<file path="src/rtl/lpa_pkg.sv">
package lpa_pkg;
  typedef enum logic [0:0] {
    CELL_CARRY_PREDICT  = 1'b0,
    CELL_SUM_FROM_CARRY = 1'b1
  } cell_kind_e;
endpackage

</file>
<file path="src/rtl/lpa_exact_cell.sv">
module lpa_exact_cell (
  input  logic x,
  input  logic y,
  input  logic ci,
  output logic s,
  output logic co
);
  assign s  = x ^ y ^ ci;
  assign co = (x & y) | (ci & (x ^ y));
endmodule

</file>
<file path="src/rtl/lpa_approx_cell.sv">
module lpa_approx_cell
  import lpa_pkg::*;
#(
  parameter cell_kind_e KIND = CELL_CARRY_PREDICT
) (
  input  logic x,
  input  logic y,
  input  logic ci,
  output logic s,
  output logic co
);
  generate
    if (KIND == CELL_CARRY_PREDICT) begin : g_cp
      // carry predicted from operands alone: no ripple
      assign s  = (ci ^ x) ^ y;
      assign co = x & y;
    end else begin : g_sfc
      // exact majority carry, sum is its inverse
      logic maj;
      assign maj = (x & y) | (x & ci) | (y & ci);
      assign co  = maj;
      assign s   = ~maj;
    end
  endgenerate
endmodule

</file>
<file path="src/rtl/lpa_adder.sv">
module lpa_adder
  import lpa_pkg::*;
#(
  parameter int         WIDTH       = 12,
  parameter int         APPROX_BITS = WIDTH / 2,
  parameter cell_kind_e CELL_KIND   = CELL_CARRY_PREDICT
) (
  input  logic [WIDTH-1:0] op_a,
  input  logic [WIDTH-1:0] op_b,
  input  logic             carry_in,
  output logic [WIDTH-1:0] sum,
  output logic             carry_out
);
  localparam int EXACT_BITS = WIDTH - APPROX_BITS;

  // carry entering the exact segment
  logic seg_carry;

  for (genvar i = 0; i < WIDTH; i++) begin : g_bit
    logic ci, s, co;
    if (i == 0) begin : g_first
      assign ci = carry_in;
    end else begin : g_link
      assign ci = g_bit[i-1].co;
    end
    if (i < APPROX_BITS) begin : g_apx
      lpa_approx_cell #(.KIND(CELL_KIND)) u_cell (
        .x(op_a[i]), .y(op_b[i]), .ci(ci), .s(s), .co(co)
      );
    end else begin : g_exa
      lpa_exact_cell u_cell (
        .x(op_a[i]), .y(op_b[i]), .ci(ci), .s(s), .co(co)
      );
    end
    assign sum[i] = s;
  end

  if (APPROX_BITS == 0) begin : g_no_apx
    assign seg_carry = carry_in;
  end else begin : g_seg
    assign seg_carry = g_bit[APPROX_BITS-1].co;
  end

  if (EXACT_BITS < 0) begin : g_bad_cfg
    initial $error("APPROX_BITS exceeds WIDTH");
  end

  assign carry_out = g_bit[WIDTH-1].co;
endmodule

</file>
<file path="config.mk">
export PLATFORM = sky130hd
export DESIGN_NAME = lpa_adder
export DESIGN_NICKNAME = d
export VERILOG_FILES = /design/src/rtl/lpa_pkg.sv /design/src/rtl/lpa_exact_cell.sv /design/src/rtl/lpa_approx_cell.sv /design/src/rtl/lpa_adder.sv
export SDC_FILE = /design/constraint.sdc
export NUM_CORES = 1
export LEC_CHECK = 0
export CAP_MARGIN = 30
export CORE_AREA = 2 2 40 42
export DETAILED_ROUTE_END_ITERATION = 10
export DIE_AREA = 0 0 42 44
export PLACE_DENSITY = 0.78
export SLEW_MARGIN = 30
export SYNTH_ARGS = -nofsm -noshare
export SYNTH_HDL_FRONTEND = slang
export SYNTH_SLANG_ARGS = --single-unit
</file>
<file path="constraint.sdc">
create_clock -name vclk -period 3.7
set_input_delay 0.74 -clock vclk [all_inputs]
set_output_delay 0.74 -clock vclk [all_outputs]
set_load 0.005 [all_outputs]
</file>
==> results.sh, run 1 <==
export IMPL_rsz0062_at_grt="true"
export IMPL_drv_cap=0
export IMPL_nets=107
export IMPL_synth_cell_type_count=7
export IMPL_wl_met3_um=95
export IMPL_rows=14
export IMPL_place_inst=89
export IMPL_critPathArrivalTime_ps=3270
export IMPL_wl_met2_um=426
export IMPL_core_area_um2=1420
export IMPL_grt_pass1_wl_um=1350
export IMPL_max_slew_margin_rel_pct=88.1
export IMPL_maxSlewViolCount=0
export IMPL_yosys_warnings=0
export IMPL_setup_slack_ps=-310
export IMPL_diodes=0
export IMPL_routed_top_layer="met3"
export IMPL_hold_viol=0
export IMPL_die_y_um=44
export IMPL_status="complete, but fails checks"
export IMPL_total_power_uw=114
export IMPL_setup_violations_final=2
export IMPL_period_share_pct=108
export IMPL_hold_path_end="sum[5]"
export IMPL_dr_total_vias=354
export IMPL_grt_max_degree=3
export IMPL_holdCritStartpoint="op_b[5]"
export IMPL_endpoint_kind="output port"
export IMPL_die_area_um2=1850
export IMPL_synth_nets=77
export IMPL_final_fill_count=136
export IMPL_drive_above_1_share_pct=20.3
export IMPL_critPathLaunchType="primary input"
export IMPL_hold_buffers=0
export IMPL_post_dp_hpwl_um=777
export IMPL_grt_pass1_vias=355
export IMPL_fmax_ghz=0.249
export IMPL_via_per_inst=3.93
export IMPL_peakVddDrop_v=0.0000759
export IMPL_initial_core_util_pct=26.6
export IMPL_routedWlPerCell_um=8.87
export IMPL_avgSynthCellArea_um2=8.21
export IMPL_postRouteAntennaNets=0
export IMPL_drtIter0Drc=0
export IMPL_port_buffers=38
export IMPL_clock_buffers=0
export IMPL_syn2layout_area_growth_pct=88.7
export IMPL_finalWirelength_um=798
export IMPL_grt_usage_pct=9.16
export IMPL_dieWidth_um=42
export IMPL_syn_inst=46
export IMPL_gp_congestion=0.764
export IMPL_seq_area_frac_synth_pct=0
export IMPL_syn_area_um2=378
export IMPL_register_area_um2=0
export IMPL_drc=0
export IMPL_design_seq_count=0
export IMPL_hold_class="primary input to output port"
export IMPL_path_class="primary input to output port"
export IMPL_min_path_cells=4
export IMPL_finalNonFillerCells=90
export IMPL_powerDensity_nw_per_um2=159
export IMPL_antenna_found_initial=0
export IMPL_cp_max_fo=2
export IMPL_worstPathRequired_ps=2960
export IMPL_cellLeakagePower_nw=0.312
export IMPL_violations="negative setup slack"
export IMPL_fin_crit_ps=4010
export IMPL_first_pass_iters=1
export IMPL_ios=38
export IMPL_grt_ovfl_total=0
export IMPL_final_core_util_pct=50.3
export IMPL_m1WireLength_um=275
export IMPL_tightestPinTransition_ps=178
worst max-delay path by stage:
stage	cells past startpoint	endpoint	slack (ps)	startpoint
after floorplan	12	sum[11]	-160	op_b[5]
after global placement	13	sum[11]	-1070	op_b[5]
after detailed placement	13	sum[11]	-1130	op_b[5]
after CTS	13	sum[11]	-410	op_a[5]
after global routing	13	sum[11]	-400	op_a[5]
final	13	sum[11]	-310	op_a[5]
per-layer routing:
layer,global-route usage (%),up-vias
li1,-,174
met3,0.833,0
met2,20.6,28
met5,0,-
met1,9.34,152
met4,0,0
through the flow:
step | TNS, ps | hold slack (ps) | setup WS (ps) | instance area [um2]
6_report | -483 | 2170 | -310 | 713
5_1_grt | -706 | 2190 | -405 | 713
3_3_place_gp | -2960 | 2480 | -1070 | 701
2_1_floorplan | -156 | 1650 | -156 | 383
4_1_cts | -722 | 2170 | -412 | 699
3_5_place_dp | -3130 | 2480 | -1130 | 701
where the power goes:
group	switching, mW	leakage (nW)	total (mW)	internal [mW]
Sequential	0	0	0	0
Clock	0	0	0	0
Combinational	0.0359	0.312	0.114	0.0777
Total	0.0359	0.312	0.114	0.0777
cell families (layout without fill, tap and decap cells):
kind of cell             after synthesis  count (layout)  synth area share (%)
XOR/XNOR                              12              12                  27.8
adder cells (fa/ha/maj)                6               6                  31.8
buffers and inverters                 22              50                  33.8
AND/OR/NAND/NOR                        6               6                  6.62
final cells by class:
| type | count | area, um2 | area share (%) |
|---|---|---|---|
| repair buffers | 40 | 390 | 54.7 |
| multi-input cells | 24 | 265 | 37.2 |
| inverters | 10 | 37.5 | 5.26 |
| well taps | 16 | 20.0 | 2.81 |
timing repair:
item | 4_1_cts | 5_1_grt
gates cloned | 0 | 0
hold endpoints to repair | 0 | 0
gates resized for setup | 30 | 1
pin swaps | 7 | 6
setup endpoints to repair | 5 | 3
buffers inserted | 0 | 1
synth_stat cells (all sizes together):
cell type   n  area [um2]
and2        1        6.26
xor2        5        43.8
fa          6         120
xnor2       7        61.3
inv        10        37.5
nand2       5        18.8
buf        12        90.1
critical path, cell delays in order:
cell	delay [ps]
buf_6	90
and2_4	150
fa_2	380
fa_2	340
fa_2	340
inv_2	60
fa_2	180
inv_2	40
fa_2	320
inv_2	60
fa_1	400
inv_1	60
buf_2	100
layout by cell type (no fill, tap or decap), types with 2 or more instances in the layout:
cell type,netlist,final
inv_1,10,7
buf_6,0,3
buf_4,12,2
inv_2,0,3
nand2_1,5,5
dlygate4sd2_1,0,3
xor2_1,5,5
fa_2,0,5
xnor2_1,7,7
clkdlybuf4s50_1,0,30
Note: power is estimated with default switching activity, not from simulation.
==> run 2: changes to the inputs <==
--- a/config.mk
+++ b/config.mk
@@ -9,7 +9,7 @@
 export CORE_AREA = 2 2 40 42
 export DETAILED_ROUTE_END_ITERATION = 10
 export DIE_AREA = 0 0 42 44
-export PLACE_DENSITY = 0.78
+export PLACE_DENSITY = 0.89
 export SLEW_MARGIN = 30
 export SYNTH_ARGS = -nofsm -noshare
 export SYNTH_HDL_FRONTEND = slang
==> run 2 against run 1 <==
Effect of this change:
- the flow still finishes with violations (negative setup slack)
- final area down 1.8%
- combinational power is essentially flat
- wire length up 4.6%
- via count is 1.1% higher
- largest power group unchanged
==> results.sh, run 2 (same netlist as run 1, synthesis figures left out) <==
export IMPL_status="complete, but fails checks"
export IMPL_violations="negative setup slack"
export IMPL_finalNonFillerCells=90
export IMPL_place_inst=90
export IMPL_grt_ovfl_total=0
export IMPL_path_class="primary input to output port"
export IMPL_dpl_cell_area_um2=708
export IMPL_finalWirelength_um=835
export IMPL_hold_path_end="sum[5]"
export IMPL_holdCritStartpoint="op_a[5]"
export IMPL_total_power_uw=111
export IMPL_diodes=0
export IMPL_wl_met3_um=96
export IMPL_path_cells="buf_6, and2_4, fa_2, fa_2, fa_2, inv_2, fa_2, inv_2, fa_2, inv_2, fa_1, inv_1, buf_2"
export IMPL_clock_buffers=0
export IMPL_layout_common_cells="clkdlybuf4s50_1, inv_1, xnor2_1"
export IMPL_hold_viol=0
export IMPL_pre_cts_slack_ps=-1120
export IMPL_via_per_inst=3.98
export IMPL_die_y_um=44
export IMPL_final_common_cell="clkdlybuf4s50_1"
export IMPL_design_seq_count=0
export IMPL_maxSlewViolCount=0
export IMPL_rows=14
export IMPL_gp_congestion=0.724
export IMPL_critPathLaunchType="primary input"
export IMPL_dieWidth_um=42
export IMPL_hold_buffers=0
export IMPL_rsz0062_at_grt="true"
export IMPL_setup_slack_ps=-308
export IMPL_ios=38
export IMPL_crit_family="adder cells"
export IMPL_drtIter0Drc=0
export IMPL_grt_usage_pct=9.42
export IMPL_powerDensity_nw_per_um2=158
export IMPL_grt_pass1_wl_um=1390
export IMPL_critPathArrivalTime_ps=3270
export IMPL_routed_top_layer="met3"
export IMPL_drc=0
export IMPL_register_area_um2=0
export IMPL_post_dp_hpwl_um=806
export IMPL_setup_violations_final=2
export IMPL_initial_core_util_pct=26.6
export IMPL_m1WireLength_um=231
export IMPL_endpoint_kind="output port"
export IMPL_max_stage_delay_ps=400
export IMPL_cp_buffers_inverters=6
export IMPL_drive_above_1_share_pct=20.3
export IMPL_grt_pass1_vias=380
export IMPL_antenna_found_initial=0
export IMPL_wl_met2_um=508
export IMPL_max_slew_margin_rel_pct=88.7
export IMPL_cellLeakagePower_nw=0.308
export IMPL_port_buffers=38
export IMPL_multi_input_area_um2=265
export IMPL_hold_class="primary input to output port"
export IMPL_nets=107
export IMPL_critPathSlowestCell="fa_1"
export IMPL_tightestPinTransition_ps=169
export IMPL_min_path_cells=5
export IMPL_core_area_um2=1420
export IMPL_die_area_um2=1850
export IMPL_crit_top_cell="fa_2"
export IMPL_worstPathRequired_ps=2960
export IMPL_peakVddDrop_v=0.0000776
export IMPL_final_fill_count=144
export IMPL_routedWlPerCell_um=9.28
export IMPL_postRouteAntennaNets=0
export IMPL_syn2layout_area_growth_pct=85.4
export IMPL_period_share_pct=108
export IMPL_final_area_um2=701
export IMPL_drv_cap=0
export IMPL_cp_max_fo=2
export IMPL_fin_crit_ps=4010
export IMPL_dr_total_vias=358
export IMPL_grt_max_degree=3
export IMPL_fmax_ghz=0.250
export IMPL_setup_tns_ps=-496
export IMPL_first_pass_iters=1
==> run 2: cell counts in the layout (fill, tap and decap cells not counted) <==
Identical to the previous run, type by type.
==> run 2: through the flow <==
| stage | hold WS [ps] | utilization [%] |
|---|---|---|
| final | 2260 | 49.4 |
| after global routing | 2310 | 49.4 |
| after CTS | 2250 | 49.4 |
| after detailed placement | 2490 | 49.9 |
| after global placement | 2480 | 49.9 |
| after floorplan | 1650 | - |
==> run 2: worst max path at each step <==
stage,end,slack [ps],start,depth (start not counted)
2_1_floorplan,sum[11],-160,op_b[5],12
3_3_place_gp,sum[11],-1030,op_b[5],13
3_5_place_dp,sum[11],-1120,op_b[5],13
4_1_cts,sum[11],-410,op_a[5],13
5_1_grt,sum[11],-400,op_a[5],13
6_report,sum[11],-310,op_a[5],13
==> run 2: final cells by class <==
cell class,instances,share of cell area [%]
Tap cell,16,2.86
Timing Repair Buffer,40,53.9
Multi-Input combinational cell,24,37.9
Inverter,10,5.36
==> run 2: routing by layer <==
layer	global-route usage, %	up-vias
met4	0	0
met5	0	-
met2	23.8	26
met3	0.833	0
met1	7.58	160
li1	-	172
==> run 2: power by group <==
part           switching (mW)  internal [mW]  leakage, nW
registers                   0              0            0
clock network               0              0            0
logic                  0.0362         0.0745        0.308
==> run 2: repair_timing <==
item,CTS,global route
setup buffers,0,0
endpoints found under the hold margin,0,0
setup endpoints to repair,5,3
gates resized for setup,29,0
pin swaps,7,6
